## src/rtl/conv_enc_pkg.sv

```systemverilog
package conv_enc_pkg;
  localparam int MAX_WIN = 16;

  // Parity of the tapped positions of a window {current bit, state}.
  function automatic logic tap_parity(input logic [MAX_WIN-1:0] taps,
                                      input logic [MAX_WIN-1:0] window);
    return ^(taps & window);
  endfunction
endpackage

```

## src/rtl/conv_enc_state.sv

```systemverilog
module conv_enc_state #(
  parameter int MEM = 3
) (
  input  logic           clk,
  input  logic           rst,
  input  logic           shift_en,
  input  logic           shift_in,
  output logic [MEM-1:0] state
);
  // state[MEM-1] is the newest bit, state[0] the oldest
  always_ff @(posedge clk) begin
    if (rst)           state <= '0;
    else if (shift_en) state <= {shift_in, state[MEM-1:1]};
  end

  // the entering bit lands in the newest position
  p_shift_newest_r4: assert property (@(posedge clk) disable iff (rst)
    shift_en |=> state[MEM-1] == $past(shift_in));
  // the other bits move one step toward the oldest end
  p_shift_move_r4: assert property (@(posedge clk) disable iff (rst)
    shift_en |=> state[MEM-2:0] == $past(state[MEM-1:1]));
endmodule

```

## src/rtl/conv_enc_tail.sv

```systemverilog
module conv_enc_tail #(
  parameter int TAIL_LEN = 3
) (
  input  logic clk,
  input  logic rst,
  input  logic frame_end,
  output logic tail_active,
  output logic tail_final
);
  localparam int CW = $clog2(TAIL_LEN + 1);
  logic [CW-1:0] remain;

  always_ff @(posedge clk) begin
    if (rst)              remain <= '0;
    else if (frame_end)   remain <= CW'(TAIL_LEN);
    else if (remain != 0) remain <= remain - 1'b1;
  end

  assign tail_active = (remain != 0);
  assign tail_final  = (remain == CW'(1));

  // the tail counter never exceeds the tail length
  p_tail_bound_r6: assert property (@(posedge clk) disable iff (rst)
    remain <= CW'(TAIL_LEN));
  // a frame end starts a full tail
  p_tail_start_r6: assert property (@(posedge clk) disable iff (rst)
    frame_end |=> tail_active);
endmodule

```

## src/rtl/conv_enc_symgen.sv

```systemverilog
module conv_enc_symgen #(
  parameter int             MEM   = 3,
  parameter logic [MEM:0]   GEN_A = 4'b1111,
  parameter logic [MEM:0]   GEN_B = 4'b1101
) (
  input  logic           cur_bit,
  input  logic [MEM-1:0] state,
  output logic [1:0]     sym
);
  localparam int W   = MEM + 1;
  localparam int PAD = conv_enc_pkg::MAX_WIN - W;

  logic [conv_enc_pkg::MAX_WIN-1:0] win;
  assign win = {{PAD{1'b0}}, cur_bit, state};

  assign sym[1] = conv_enc_pkg::tap_parity({{PAD{1'b0}}, GEN_A}, win);
  assign sym[0] = conv_enc_pkg::tap_parity({{PAD{1'b0}}, GEN_B}, win);
endmodule

```

## src/rtl/conv_enc_top.sv

```systemverilog
module conv_enc_top #(
  parameter int           MEM   = 3,
  parameter logic [MEM:0] GEN_A = 4'b1111,
  parameter logic [MEM:0] GEN_B = 4'b1101
) (
  input  logic       clk,
  input  logic       rst,
  input  logic       in_valid,
  input  logic       in_bit,
  input  logic       in_last,
  output logic       in_ready,
  output logic [1:0] sym_out,
  output logic       sym_valid,
  output logic       done
);
  logic           tail_active;
  logic           tail_final;
  logic           accept;
  logic           step;
  logic           enc_bit;
  logic           frame_end;
  logic [MEM-1:0] state;
  logic [1:0]     sym_next;

  // Named internal events
  assign in_ready  = !tail_active;
  assign accept    = in_valid && in_ready;
  assign frame_end = accept && in_last;
  assign step      = accept || tail_active;
  assign enc_bit   = accept ? in_bit : 1'b0;

  conv_enc_state #(.MEM(MEM)) u_state (
    .clk(clk), .rst(rst), .shift_en(step), .shift_in(enc_bit), .state(state)
  );

  conv_enc_tail #(.TAIL_LEN(MEM)) u_tail (
    .clk(clk), .rst(rst), .frame_end(frame_end),
    .tail_active(tail_active), .tail_final(tail_final)
  );

  conv_enc_symgen #(.MEM(MEM), .GEN_A(GEN_A), .GEN_B(GEN_B)) u_symgen (
    .cur_bit(enc_bit), .state(state), .sym(sym_next)
  );

  always_ff @(posedge clk) begin
    if (rst) begin
      sym_out   <= '0;
      sym_valid <= 1'b0;
      done      <= 1'b0;
    end else begin
      sym_valid <= step;
      done      <= tail_final;
      if (step) sym_out <= sym_next;
    end
  end

  // after reset the encoder is idle in state zero
  p_reset_idle_r1: assert property (@(posedge clk)
    $past(rst) |-> (state == '0 && !sym_valid && !done && in_ready));
  // an accepted bit gives a symbol on the next cycle
  p_valid_after_accept_r5: assert property (@(posedge clk) disable iff (rst)
    accept |=> sym_valid);
  // input is held off right after the last data bit
  p_ready_drop_r6: assert property (@(posedge clk) disable iff (rst)
    frame_end |=> !in_ready);
  // tail steps push zeros into the state
  p_tail_zero_r6: assert property (@(posedge clk) disable iff (rst)
    tail_active |=> !state[MEM-1]);
  // done comes with a flushed state and lasts one cycle
  p_done_flushed_r7: assert property (@(posedge clk) disable iff (rst)
    done |-> state == '0);
  p_done_single_r7: assert property (@(posedge clk) disable iff (rst)
    done |=> !done);
  // an idle cycle leaves state alone and emits nothing
  p_idle_hold_r8: assert property (@(posedge clk) disable iff (rst)
    (!in_valid && in_ready) |=> ($stable(state) && !sym_valid));
endmodule

```

## config.mk

```make
export PLATFORM = sky130hd
export DESIGN_NAME = conv_enc_top
export DESIGN_NICKNAME = d
export VERILOG_FILES = /design/src/rtl/conv_enc_pkg.sv /design/src/rtl/conv_enc_state.sv /design/src/rtl/conv_enc_tail.sv /design/src/rtl/conv_enc_symgen.sv /design/src/rtl/conv_enc_top.sv
export SDC_FILE = /design/constraint.sdc
export NUM_CORES = 1
export LEC_CHECK = 0
export BUFFER_PORTS_ARGS = -buffer_cell sky130_fd_sc_hd__buf_4
export CAP_MARGIN = 20
export CORE_AREA = 2 2 39 41
export CTS_CLUSTER_SIZE = 40
export DETAILED_ROUTE_END_ITERATION = 8
export DIE_AREA = 0 0 41 43
export MAX_ROUTING_LAYER = met4
export SLEW_MARGIN = 20
export SYNTH_ARGS = -nofsm -noshare
export SYNTH_HDL_FRONTEND = slang
export SYNTH_HIERARCHICAL = 1
export SYNTH_SLANG_ARGS = --single-unit
```

## constraint.sdc

```tcl
create_clock -name clk -period 1.35 [get_ports clk]
set_input_delay 0.0675 -clock clk [delete_from_list [all_inputs] [get_ports clk]]
set_output_delay 0.0675 -clock clk [all_outputs]
set_load 0.01 [all_outputs]
```

## Word level (Yosys, flattened, before mapping)

Cells that the tools add are included.

| storage, ports and cells | value |
|---|---|
| register bits | 9 |
| input bits | 5 |
| output and inout bits | 5 |
| word-level logic and storage cells | 18 |

| operators by class | value |
|---|---|
| $add $sub $neg | 1 |
| equality and inequality tests | 1 |
| mux-type cells | 3 |
| reductions and logical operators | 8 |

Operator list:

| kind | number |
|---|---|
| parity 16 bit | 2 |
| two-way mux 2 bit | 2 |
| nonzero test 2 bit | 2 |
| equality test 2 x 1 -> 1 bit (second input constant) | 1 |
| logical AND 1 bit | 2 |
| subtractor 2 x 1 -> 2 bit (second input constant) | 1 |
| logical NOT 1 bit | 1 |
| logical OR 1 bit | 1 |
| two-way mux 1 bit | 1 |

## Logic depth before layout (Yosys ltp)

| logic depth | value |
|---|---|
| depth in word-level cells | 5 |
| depth in mapped cells | 9 |
| mapped depth without buffers | 9 |

## Cells and area by module

Netlist, hierarchy kept.

By module, submodules not included:

| module | instances | cells each | area each (sq um) | sequential area each (sq um) |
|---|---|---|---|---|
| conv_enc_top | 1 | 17 | 151.4 | 80.1 |
| conv_enc_tail | 1 | 12 | 112.6 | 40.0 |
| conv_enc_state | 1 | 9 | 101.3 | 60.1 |
| conv_enc_symgen | 1 | 4 | 42.5 | 0.0 |

## Worst setup path before layout

OpenSTA, ideal clock, no wires.

| timing path | value |
|---|---|
| kind | register -> register |
| start | register u_tail.remain[0] |
| end | register sym_out[0] |
| arrival time | 1.497 ns |
| path slack | -0.217 ns |
| stages on the path, launching flop included | 10 |
| path buffers | 0 |
| clock period less this slack | 1.567 ns |
| cell sequence | dfxtp_1 inv_1 ha_1 inv_2 inv_1 and3_1 xnor2_2 xnor2_1 o21ai_0 a21oi_1 |

| on the way | value |
|---|---|
| word-level cells in the longest chain between the ends | 5 |

Ends and longest elaborated chain:

| what | RTL line | RTL |
|---|---|---|
| start, declared | conv_enc_tail.sv:11 | `logic [CW-1:0] remain;` |
| start signal, assigned | conv_enc_tail.sv:15 | `else if (frame_end) remain <= CW'(TAIL_LEN);` |
| start signal, assigned | conv_enc_tail.sv:16 | `else if (remain != 0) remain <= remain - 1'b1;` |
| nonzero test 2 bit | conv_enc_tail.sv:19 | `assign tail_active = (remain != 0);` |
| named net tail_active | conv_enc_top.sv:16 | `logic tail_active;` |
| logical NOT 1 bit | conv_enc_top.sv:26 | `assign in_ready = !tail_active;` |
| named net in_ready | conv_enc_top.sv:11 | `output logic in_ready,` |
| logical AND 1 bit | conv_enc_top.sv:27 | `assign accept = in_valid && in_ready;` |
| two-way mux 1 bit | conv_enc_top.sv:30 | `assign enc_bit = accept ? in_bit : 1'b0;` |
| named net enc_bit | conv_enc_top.sv:20 | `logic enc_bit;` |
| parity 16 bit | conv_enc_pkg.sv:7 | `return ^(taps & window);` |
| named net sym_next[0] | conv_enc_top.sv:23 | `logic [1:0] sym_next;` |
| end signal, assigned | conv_enc_top.sv:53 | `if (step) sym_out <= sym_next;` |
| end, declared | conv_enc_top.sv:12 | `output logic [1:0] sym_out,` |

The timed path passes the listed nets, and every way through them passes these cells.
A chain may end at the register's enable or synchronous reset.

## Final worst setup path

| timing path | value |
|---|---|
| start | register u_tail.remain[0] |
| end | register sym_out[0] |

| on the way | value |
|---|---|
| word-level cells in the longest chain between the ends | 5 |

Ends and longest elaborated chain:

| what | RTL line |
|---|---|
| nonzero test 2 bit | conv_enc_tail.sv:19 |
| named net tail_active | conv_enc_top.sv:16 |
| logical NOT 1 bit | conv_enc_top.sv:26 |
| logical AND 1 bit | conv_enc_top.sv:27 |
| two-way mux 1 bit | conv_enc_top.sv:30 |
| named net enc_bit | conv_enc_top.sv:20 |
| parity 16 bit | conv_enc_pkg.sv:7 |
| named net sym_next[0] | conv_enc_top.sv:23 |

The timed path passes the listed nets, and every way through them passes these cells.

==> impl_results.md <==
- Largest family of logic cells by synthesized area: simple AND/OR/NAND/NOR gates
- Iteration count of the initial detailed-routing pass: 4
- Share of layout cells above drive strength 1: 0.500
- CTS tree: done
- Fraction of synthesized cell area in xor and xnor cells: 0.126
- Post-synthesis compound-gate area fraction: 0.0736
- Global placement routability congestion: 0.739
- Filler Cell Count: 143
- Synth Flop Type: dfxtp_1
- Slew Limit Fails: 0
- Average size of a mapped cell: 9.71 um^2
- Crit path cell chain: inv_2 -> ha_4 -> inv_4 -> inv_4 -> and3_4 -> xnor2_4 -> xnor2_1 -> o21ai_1 -> a21oi_1
- Core area: 1380 um^2
- Critical path type: flip-flop to flip-flop
- HPWL after detailed placement: 597 um
- Adder-cell share of the synthesized area: 0.0613
- Clk slew on worst S/H paths: 70 ps
- Commonest cells in the netlist: dfxtp_1 (9), nor2_1 (7), inv_1 (4), mux2i_1 (4), xnor2_1 (3)
- Cell variety after synth: 15
- Clk sinks: 9
- Final Setup Violations: 2
- Placed Area: 564 um^2
- Post-synthesis mux area share: 0.0982
- WL/cell: 11.2 um
- Detailed router's first-iteration violation count: 1
- Clk_lat worst skew: 270 ps
- CP Launch Type: flip-flop
- Critical path's most frequent cell: inv_4
- Routed WL: 872 um
- Worst Path Required: 1550 ps
- Violated checks: setup timing
- GRT overflow: 0
- Setup WS post-layout: -19.6 ps
- Max clock buf depth: 2
- Crit path buf inv count: 3
- CTS H-tree lvls: 1
- Die width: 41 um
- Post-Synth Simple-Gate Area: 0.153
- Max-Cap Viols: 0
- Post-route setup TNS: -31.0 ps
- Synth-to-Final Area Change: 51.5%
- Initial antenna violation count: 0
- Die H: 43 um
- Max Fclk: 0.730 GHz
- Crit-path leading delay family: flip-flops
- Slew margin rel.: 0.837
- Final instance area: 618 um^2
- Clock root buffer: clkbuf_4
- Cells after Synth: 42
- Initial core utilization: 0.295
- Synth top area cells: dfxtp_1 (44%), mux2i_1 (9.8%), nor2_1 (6.4%)
- Arrival time at the worst endpoint: 1570 ps
- # rows: 14
- Asr flop ratio synth: 0
- RSZ-0062 raised after global routing: true
- Clock Skew: 6.16 ps
- Critical path's slowest cell: dfxtp_2
- Fin crit period: 1370 ps
- Outcome: finished, violations left
- Largest net degree at the start of global routing: 10
- Crit end category: flip-flop
- Seq cells post-synth: 9
- Port Buf Inserts: 9
- Vias per cell: 4.28
- Residual DRC: 0
- Tot GR Track Use: 0.123
- Dominant cell type by area after synthesis: dfxtp_1
- Post-route ant nets: 0
- Worst VDD drop: 0.000708 V
- HP Class: input port to flip-flop
- Cts hold-fix bufs: 0
- Mapped cell area: 408 um^2
- Sequential share of the synthesized area: 0.442
- First-pass GRT wire length: 1320 um
- Pwr dens: 2040 nW/um^2
- Leakage: 0.284 nW
- # nets final: 70
- Worst path max stage delay: 330 ps
- Total number of vias: 334
- Worst Tran Pin Value: 244 ps
- Ant diodes: 0
- Syn Nets: 49
- Yosys warns: 6
- Fin. Hold Viols: 0
- # IOs: 10
- Max Fanout on Critical Path: 2
- Post-synth EDFFs: 0
- Synth top area share: 0.442
- TritonCTS buffer count: 3
- Final period util: 1.01
- Number of global-route vias before repair: 332
- Die area: 1760 um^2
- Count leader, synth: dfxtp_1
==> routing by layer <==
layer	part of all wire	up-vias	routed length, um	track usage
li1	-	175	-	-
met1	0.43	147	379	0.132
met2	0.49	10	425	0.178
met3	0.057	2	50	0.0314
met4	0.018	0	16	0.100
met5	0	-	0	-
==> final cells by class <==
type	instances	area, um^2	area share
multi-input combinational	28	245	0.397
sequential	9	183	0.296
timing repair buffer	16	120	0.194
clock buffer	4	26.3	0.0425
inverter	5	23.8	0.0385
tap	16	20.0	0.0324
==> timing repair <==
item | in CTS | in global routing
resized for setup | 2 | 4
endpoints found under the hold margin | 0 | 0
setup endpoints to repair | 5 | 5
buffers inserted | 1 | 0
pin swaps | 3 | 1
==> flip-flops by register name, indices dropped and copies added, names as in the netlist <==
register,flops
sym_valid,1
u_state/state,3
u_tail/remain,2
sym_out,2
done,1
==> report_power, final <==
group	internal (mW)	switching (mW)
clock	0.114	0.101
sequential	0.333	0.0331
combinational	0.387	0.293
total	0.834	0.427
==> path summary, 6_finish.rpt <==
| kind | slack (ps) | startpoint | cells past startpoint | endpoint |
|---|---|---|---|---|
| worst min register to register | 540 | u_state/state[1] | 2 | u_state/state[1] |
| worst max-delay path | -20 | u_tail/remain[0] | 9 | sym_out[0] |
| worst min-delay path | 30 | rst | 2 | u_tail/remain[0] |
| worst max register to register | -20 | u_tail/remain[0] | 9 | sym_out[0] |
==> through the flow <==
stage	setup slack [ps]	hold WS, ps	utilization	cells	total power [mW]
after global placement	-19.6	308	0.408	73	0.979
after global routing	-84.3	26.8	0.447	78	1.38
after CTS	-32.9	17.7	0.440	78	1.27
after detailed placement	-35.9	310	0.408	73	0.990
final	-19.6	27.8	0.447	78	1.26
after floorplan	-0.790	132	-	42	0.731
==> cells by family after synthesis <==
group / after synthesis
and+or+nand+nor: 12
DFF: 9
AOI/OAI and AO/OA: 5
xor gates and xnor gates: 5
buffers and inverters: 5
muxes: 4
adders and majority gates: 2
==> worst reg2reg max path, delay by kind of cell, from the launching register on <==
family | cells | cell delay (ps)
flops | 1 | 330
xor+xnor | 2 | 310
compound gates | 2 | 200
simple gates | 1 | 180
fa+ha+maj | 1 | 160
buf+inv | 3 | 130
==> cell usage in the layout (no fill, tap or decap), drive strengths merged <==
cell type / instances
nor2b: 1
a21oi: 2
xnor2: 4
and3: 2
ha: 2
dfxtp: 9
o21ai: 2
o21ba: 1
buf: 16
or3b: 2
clkbuf: 4
mux2i: 4
nor2: 7
inv: 5
xor2: 1
Note: power is estimated with default switching activity, not from simulation.
